`src/rtl/cond_pkg.sv`:
```
package cond_pkg;
  typedef enum logic [3:0] {
    C_EQ = 4'h0, C_NE = 4'h1, C_CS = 4'h2, C_CC = 4'h3,
    C_MI = 4'h4, C_PL = 4'h5, C_VS = 4'h6, C_VC = 4'h7,
    C_HI = 4'h8, C_LS = 4'h9, C_GE = 4'hA, C_LT = 4'hB,
    C_GT = 4'hC, C_LE = 4'hD, C_AL = 4'hE, C_NV = 4'hF
  } cond_e;

  typedef struct packed {
    logic n;
    logic z;
    logic c;
    logic v;
  } flags_t;
endpackage

```
`src/rtl/cond_eval.sv`:
```
module cond_eval
  import cond_pkg::*;
(
  input  cond_e  cond_i,
  input  flags_t flags_i,
  output logic   pass_o
);
  logic sgn_ge;
  assign sgn_ge = (flags_i.n == flags_i.v);

  always_comb begin
    unique case (cond_i)
      C_EQ: pass_o = flags_i.z;
      C_NE: pass_o = !flags_i.z;
      C_CS: pass_o = flags_i.c;
      C_CC: pass_o = !flags_i.c;
      C_MI: pass_o = flags_i.n;
      C_PL: pass_o = !flags_i.n;
      C_VS: pass_o = flags_i.v;
      C_VC: pass_o = !flags_i.v;
      C_HI: pass_o = flags_i.c && !flags_i.z;
      C_LS: pass_o = !flags_i.c || flags_i.z;
      C_GE: pass_o = sgn_ge;
      C_LT: pass_o = !sgn_ge;
      C_GT: pass_o = !flags_i.z && sgn_ge;
      C_LE: pass_o = flags_i.z || !sgn_ge;
      C_AL: pass_o = 1'b1;
      default: pass_o = 1'b0; // never
    endcase
  end
endmodule

```
`src/rtl/flag_reg.sv`:
```
module flag_reg
  import cond_pkg::*;
(
  input  logic   clk_i,
  input  logic   rst_ni,
  input  logic   we_i,
  input  flags_t d_i,
  output flags_t q_o
);
  always_ff @(posedge clk_i or negedge rst_ni) begin
    if (!rst_ni)   q_o <= '0;
    else if (we_i) q_o <= d_i;
  end
endmodule

```
`src/rtl/cond_unit.sv`:
```
module cond_unit
  import cond_pkg::*;
#(
  parameter int INSTR_W = 32,
  parameter int COND_W  = 4
) (
  input  logic               clk_i,
  input  logic               rst_ni,
  input  logic               valid_i,
  input  logic [INSTR_W-1:0] instr_i,
  input  logic               flag_we_i,
  input  logic [COND_W-1:0]  flag_val_i,
  output logic               exec_en_o,
  output logic [COND_W-1:0]  flags_o
);
  localparam int CondLsb = INSTR_W - COND_W;

  cond_e  cond;
  flags_t flags_q;
  logic   pass;
  logic   upd;

  assign cond = cond_e'(instr_i[INSTR_W-1:CondLsb]);

  cond_eval u_eval (
    .cond_i (cond),
    .flags_i(flags_q),
    .pass_o (pass)
  );

  // write gated by own outcome, judged on old flags
  assign exec_en_o = valid_i && pass;
  assign upd       = exec_en_o && flag_we_i;

  flag_reg u_flags (
    .clk_i (clk_i),
    .rst_ni(rst_ni),
    .we_i  (upd),
    .d_i   (flags_t'(flag_val_i)),
    .q_o   (flags_q)
  );

  assign flags_o = flags_q;

  a_r2_always: assert property (@(posedge clk_i) disable iff (!rst_ni)
    (valid_i && instr_i[INSTR_W-1:CondLsb] == 4'hE) |-> exec_en_o);
  a_r3_never: assert property (@(posedge clk_i) disable iff (!rst_ni)
    (instr_i[INSTR_W-1:CondLsb] == 4'hF) |-> !exec_en_o);
  a_r8_idle: assert property (@(posedge clk_i) disable iff (!rst_ni)
    !valid_i |-> !exec_en_o);
  a_r7_gt: assert property (@(posedge clk_i) disable iff (!rst_ni)
    (exec_en_o && instr_i[INSTR_W-1:CondLsb] == 4'hC) |-> (!flags_o[2] && flags_o[3] == flags_o[0]));
  a_r9_load: assert property (@(posedge clk_i) disable iff (!rst_ni)
    (exec_en_o && flag_we_i) |=> (flags_o == $past(flag_val_i)));
  a_r11_hold: assert property (@(posedge clk_i) disable iff (!rst_ni)
    (valid_i && !exec_en_o) |=> $stable(flags_o));
  a_r12_hold: assert property (@(posedge clk_i) disable iff (!rst_ni)
    (!flag_we_i || !valid_i) |=> $stable(flags_o));
endmodule

```
`config.mk`:
```
export PLATFORM = sky130hd
export DESIGN_NAME = cond_unit
export DESIGN_NICKNAME = d
export VERILOG_FILES = /design/src/rtl/cond_pkg.sv /design/src/rtl/cond_eval.sv /design/src/rtl/flag_reg.sv /design/src/rtl/cond_unit.sv
export SDC_FILE = /design/constraint.sdc
export NUM_CORES = 1
export LEC_CHECK = 0
export CAP_MARGIN = 20
export CORE_AREA = 3 3 40 42
export CTS_BUF_LIST = sky130_fd_sc_hd__clkbuf_8 sky130_fd_sc_hd__clkbuf_16
export CTS_CLUSTER_DIAMETER = 30
export CTS_CLUSTER_SIZE = 16
export DETAILED_ROUTE_END_ITERATION = 6
export DIE_AREA = 0 0 43 45
export DONT_BUFFER_PORTS = 1
export GPL_TIMING_DRIVEN = 0
export HOLD_SLACK_MARGIN = 0.03
export SLEW_MARGIN = 20
export SYNTH_ARGS = -nofsm -noshare
export SYNTH_HDL_FRONTEND = slang
export SYNTH_HIERARCHICAL = 1
export SYNTH_SLANG_ARGS = --single-unit
```
`constraint.sdc`:
```
create_clock -name clk_i -period 2.5 [get_ports clk_i]
set_clock_uncertainty 0.15 [all_clocks]
set_input_delay 0.375 -clock clk_i [delete_from_list [all_inputs] [get_ports clk_i]]
set_output_delay 0.375 -clock clk_i [all_outputs]
set_load 0.005 [all_outputs]
```
==> results of run 1 <==
[layer usage]
layer	routed length, µm	vias to the layer above	track usage (%)
met2	450	9	17.07
met5	0	-	0
met1	317	150	8.293
met3	62	0	4.382
met4	0	0	9.036
li1	-	156	-
[cells in the final DEF, fill, tap and decap left out]
cell type | netlist | routed
nor2_1 | 2 | 2
a22oi_1 | 1 | 1
a211o_1 | 2 | 2
and3_1 | 1 | 1
dfrtp_1 | 4 | 4
o22ai_1 | 1 | 1
nand2_1 | 2 | 2
or2b_1 | 1 | 1
nor2b_1 | 1 | 1
and3b_1 | 1 | 1
xnor2_2 | 1 | 1
a221oi_1 | 1 | 1
o31ai_1 | 1 | 1
mux2_4 | 1 | 1
clkbuf_8 | 0 | 3
mux2_2 | 4 | 4
dlygate4sd3_1 | 0 | 1
a21oi_1 | 3 | 3
and2_1 | 1 | 1
nand2b_1 | 2 | 2
buf_2 | 1 | 1
clkbuf_1 | 1 | 1
o211ai_1 | 2 | 2
nor3_1 | 2 | 2
nor3b_1 | 1 | 1
xor2_1 | 1 | 1
[metrics by stage]
stage / cells / util [%]
after floorplan: 38 / -
after detailed placement: 53 / 28.82
final: 57 / 32.81
after global routing: 57 / 32.81
after global placement: 53 / 28.82
after CTS: 57 / 32.81
[Yosys cell counts, drive strengths merged (2+ instances only)]
master	instances	area (µm²)
mux2	5	60.05
nor3	2	10.01
dfrtp	4	100.1
a21oi	3	15.01
a211o	2	17.52
nand2	2	7.510
nor2	2	7.510
o211ai	2	15.01
nand2b	2	12.51
[path summary, 6_finish.rpt]
check | startpoint | to
worst max-delay path | u_flags/q_o[3] | exec_en_o
worst min-delay path | flag_val_i[3] | u_flags/q_o[3]
worst max register to register | u_flags/q_o[3] | u_flags/q_o[2]
worst min register to register | u_flags/q_o[1] | u_flags/q_o[1]
max in group asynchronous | rst_ni | u_flags/q_o[1]
min in group asynchronous | rst_ni | u_flags/q_o[3]
[final cells by class]
cell class,count,share of cell area [%]
flip-flops and latches,4,23.74
well taps,15,4.451
plain buffers,2,2.077
clock buffers,3,9.792
multi-input cells,32,57.57
repair buffers,1,2.374
[power groups by stage]
stage                     clock, mW  sequential (mW)  combinational, mW
after floorplan                   0            0.129              0.109
after global placement            0            0.141              0.119
after detailed placement          0            0.142              0.123
after CTS                     0.138            0.142              0.126
after global routing          0.143            0.149              0.137
final                         0.133            0.139              0.126
[logic make-up after synthesis]
logic type,after synthesis,synth area share (%)
simple gates,14,22.78
xor+xnor,2,7.119
flops,4,28.47
buf+inv,2,2.489
compound gates,11,22.07
mux,5,17.08
==> flow_metrics.tcl, run 1 <==
set metrics [dict create \
    post_cts_resized 0 \
    ys.flop_type "dfrtp_1" \
    h-tree-depth 1 \
    setup_viol 0 \
    status "complete, no violations" \
    tritoncts "yes" \
    ant_nets 0 \
    maxCapViolations 0 \
    powerDensity_mw_per_mm2 946.1 \
    relSlewSlack_pct 78.69 \
    rr_worst_depth 6 \
    core_area_mm2 0.001285 \
    power.net_switching_mw 0.1292 \
    synth_cell_type_count 24 \
    max_freq_mhz 433.0 \
    postCtsHoldBufs 1 \
    drcViolationCount 0 \
    p_sw_share_pct 32.38 \
    synth.cell_area_um2 351.6 \
    multi_input_area_um2 242.7 \
    hold_viol_final 0 \
    num_io_pins 45 \
    num_rows 13 \
    async_flop_share_pct 100.0 \
    fin_crit_sh_pct 92.39 \
    routed-via-count 315 \
    ys_seq_elements 4 \
    crit_family "compound AO/OA/AOI/OAI gates" \
    p_seq_share_pct 35.0 \
    finalSetupTns_ns 0 \
    portBuffers 0 \
    worst_ep_arrival_time_ns 1.78 \
    holdWs_ns 0.1624 \
    post_cts_buffers 0 \
    cpPeakStageDelay_ns 0.47 \
    grt_max_degree 10 \
    finalInstanceArea_um2 421.7 \
    grt_pass1_vias 324 \
    crit_required_ns 1.98 \
    start_util_pct 27.36 \
    largest_reg_flops 4 \
    setup_slack_ns 0.1903 \
    viasPerCell 5.526 \
    synth_cells 38 \
    grt_use_total_pct 9.783 \
    globalplace.congestion 0.7586 \
    grt_setup_unrepaired "false" \
    p_leak_nw 0.1728 \
    total_power_mw 0.3989 \
    drtIter0Drc 3 \
    rrSetupSlack_ns 0.32 \
    postSynthNetCount 78 \
    end_kind "output port" \
    slew_violations 0 \
    crit_cells 5 \
    firstDrtPassIters 4 \
    hold_depth 1 \
    grt_pass1_wl_um 1352 \
    dp_slack_ns 0.3218 \
    postPlaceCellArea_um2 370.4 \
    top_regs "u_flags/q_o (4)" \
    clk_latency_ns 0.21 \
    fin_crit_ns 2.310 \
    avgSynthCellArea_um2 9.252 \
    clock_path_buffers 2 \
    p_int_mw 0.2697 \
    tightest_slew_ns 0.3196 \
    crit_path_cell_trace "xnor2_2, o22ai_1, a211o_1, a211o_1, and2_1" \
    layout-drive-gt1-share_pct 23.81 \
    cp_slowest_cell "dfrtp_1" \
    cts_root_buf "clkbuf_8" \
    numCtsBuffers 3 \
    wirelength_um 830 \
    die_area_mm2 0.001935 \
    wire_per_inst_um 14.56 \
    fp.dieH_um 45 \
    num_antenna_cells 0 \
    fill_cells 134 \
    vdd_drop_max_uv 401.9 \
    antenna_found_initial 0 \
    yosysSeqAreaShare_pct 28.47 \
    clock_sinks 4 \
    clkPwrFrac_pct 33.5 \
    syn2layout_area_growth_pct 19.93 \
    path_clk_slew_ns 0.03 \
    min_path_type "input pin to register" \
    startpoint_type "register" \
    top_register "u_flags/q_o" \
    crit_path_max_fanout 7 \
    synth-edff-count 0 \
    cpMostUsedCell "a211o_1" \
    regArea_um2 100.1 \
    nNetsFinal 84 \
    crit_buf_inv 0 \
    grt.overflow.total 0 \
    die_w_um 43 \
    power_frac_comb_pct 31.6 \
    synth-warning-count 6 \
    critPathKind "register to output port" \
]
Power figures use the tool's default switching activity.
==> run 2, diff against run 1 <==
- CELL_PAD_IN_SITES_DETAIL_PLACEMENT: not set -> 0
- CELL_PAD_IN_SITES_GLOBAL_PLACEMENT: not set -> 1
- PLACE_DENSITY_LB_ADDON: not set -> 0.1
==> run 2 against run 1 <==
Critical path depth is the same. Power grew 1.5%. Sequential share of layout area unchanged. Clock-buffer cell count stayed put. Highest routed layer is now met4. Worst setup slack improved by 0.011 ns. First-iteration DRC count rose to 2.7 times the previous value. Largest cell class unchanged. Critical path type unchanged. Hold slack got worse by 0.0019 ns.
==> flow_metrics.tcl, run 2 (synthesis results as in run 1) <==
set metrics [dict create \
    dr_wl_met2_um 398 \
    grt_use_total_pct 10.86 \
    place_hpwl_um 636.2 \
    p_leak_nw 0.1728 \
    status "complete, no violations" \
    final_cell_mix "mux2_2 (4), dfrtp_1 (4), clkbuf_8 (3), a21oi_1 (3)" \
    powerDensity_mw_per_mm2 960.3 \
    drcViolationCount 0 \
    drtIter0Drc 8 \
    wirelength_um 875 \
    portBuffers 0 \
    vdd_drop_max_uv 477.8 \
    core_area_mm2 0.001285 \
    cts_root_buf "clkbuf_8" \
    tritoncts "yes" \
    viasPerCell 5.561 \
    total_power_mw 0.4049 \
    top_layer_used "met4" \
    clock_path_buffers 2 \
    grt_pass1_wl_um 1462 \
    cpPeakStageDelay_ns 0.48 \
    top_register "u_flags/q_o" \
    nNetsFinal 84 \
    worstHoldEndpoint "u_flags/q_o[2]" \
    fin_crit_ns 2.299 \
    hold_depth 1 \
    num_io_pins 45 \
    holdWs_ns 0.1605 \
    worst_ep_arrival_time_ns 1.77 \
    relSlewSlack_pct 79.14 \
    grt_max_degree 10 \
    dp_slack_ns 0.3257 \
    wl_met3_um 76 \
    largest_reg_flops 4 \
    setup_viol 0 \
    rr_worst_depth 6 \
    ant_nets 0 \
    maxCapViolations 0 \
    finalInstanceArea_um2 421.7 \
    max_freq_mhz 435.0 \
    slew_violations 0 \
    routed-via-count 317 \
    start_util_pct 27.36 \
    crit_required_ns 1.98 \
    antenna_found_initial 0 \
    wirelength_met1_um 372 \
    fin_crit_sh_pct 91.95 \
    postPlaceCellArea_um2 370.4 \
    grt_setup_unrepaired "false" \
    clk_latency_ns 0.22 \
    cp_slowest_cell "dfrtp_1" \
    num_rows 13 \
    top_regs "u_flags/q_o (4)" \
    finalNonFillerCells 57 \
    place_inst 53 \
    crit_path_cell_trace "xnor2_2, o22ai_1, a211o_1, a211o_1, and2_1" \
    hold_start "flag_val_i[2]" \
    die_area_mm2 0.001935 \
    layout-drive-gt1-share_pct 23.81 \
    path_clk_slew_ns 0.03 \
    grt.overflow.total 0 \
    hold_viol_final 0 \
    finish.utilization_pct 32.81 \
    wire_per_inst_um 15.35 \
    rrSetupSlack_ns 0.31 \
    tightest_slew_ns 0.3129 \
    die_w_um 43 \
    min_path_type "input pin to register" \
    globalplace.congestion 0.7226 \
    fp.dieH_um 45 \
    r2r_end "u_flags/q_o[3]" \
    grt_pass1_vias 321 \
    crit_path_max_fanout 7 \
    firstDrtPassIters 4 \
    numCtsBuffers 3 \
    startpoint_type "register" \
    end_kind "output port" \
    h-tree-depth 1 \
    syn2layout_area_growth_pct 19.93 \
    critPathKind "register to output port" \
    cpMostUsedCell "a211o_1" \
    reg2reg_from "u_flags/q_o[3]" \
    finalSetupTns_ns 0 \
    clock_sinks 4 \
    setup_slack_ns 0.2012 \
    num_antenna_cells 0 \
]
## run 2: cell counts in the layout (fill, tap and decap cells not counted)
Identical to the previous run, type by type.
## run 2: how the worst max path moves through the flow
stage | from | slack (ns) | endpoint
floorplan | u_flags/q_o[3] | 0.49 | u_flags/q_o[0]
global placement | u_flags/q_o[3] | 0.35 | u_flags/q_o[1]
detailed placement | u_flags/q_o[3] | 0.33 | u_flags/q_o[3]
CTS | u_flags/q_o[3] | 0.18 | exec_en_o
global route | u_flags/q_o[3] | 0.11 | exec_en_o
finish | u_flags/q_o[3] | 0.20 | exec_en_o
## run 2: what timing repair did
action	CTS	global route
endpoints found under the hold margin	4	0
resized for setup	0	0
setup buffers	0	0
hold buffers	1	0
## run 2: critical path: cells and delay by family (launching register included)
family | cells | cell delay (ns)
flip-flops | 1 | 0.48
AO/OA/AOI/OAI | 3 | 0.69
AND/OR/NAND/NOR | 1 | 0.16
XOR/XNOR | 1 | 0.23
## run 2: cell type report
type	instances	area [µm²]
Timing Repair Buffer	1	10.01
Tap cell	15	18.77
Sequential cell	4	100.1
Clock buffer	3	41.29
Fill cell	141	863.3
Multi-Input combinational cell	32	242.7
Buffer	2	8.758
## run 2: routing by layer
layer | up-vias | global-route usage, %
met4 | 0 | 10.84
met1 | 143 | 12.41
met5 | - | 0
li1 | 152 | -
met3 | 3 | 3.984
met2 | 19 | 15.27
## run 2: report_power, final
| part | leakage [nW] | switching, mW | internal, mW |
|---|---|---|---|
| Sequential | 0.0470 | 0.0547 | 0.0898 |
| Clock | 0.0216 | 0.0332 | 0.103 |
| Combinational | 0.104 | 0.0471 | 0.0774 |
==> run 3, diff against run 2 <==
- clock period: 2.5 -> 2.8 ns (I/O delays scaled with it)
==> results of run 3 <==
The final DEF is identical to that of run 2. Status: complete, no violations.
Main changes from that run: setup slack after placement 0.3257 ns -> 0.6257 ns; setup slack after layout 0.2012 ns -> 0.4562 ns; hold slack 0.1605 ns -> 0.2055 ns; register-to-register setup slack 0.31 ns -> 0.61 ns; total power 0.4049 mW -> 0.3615 mW; worst IR drop on VDD 477.8 µV -> 426.6 µV
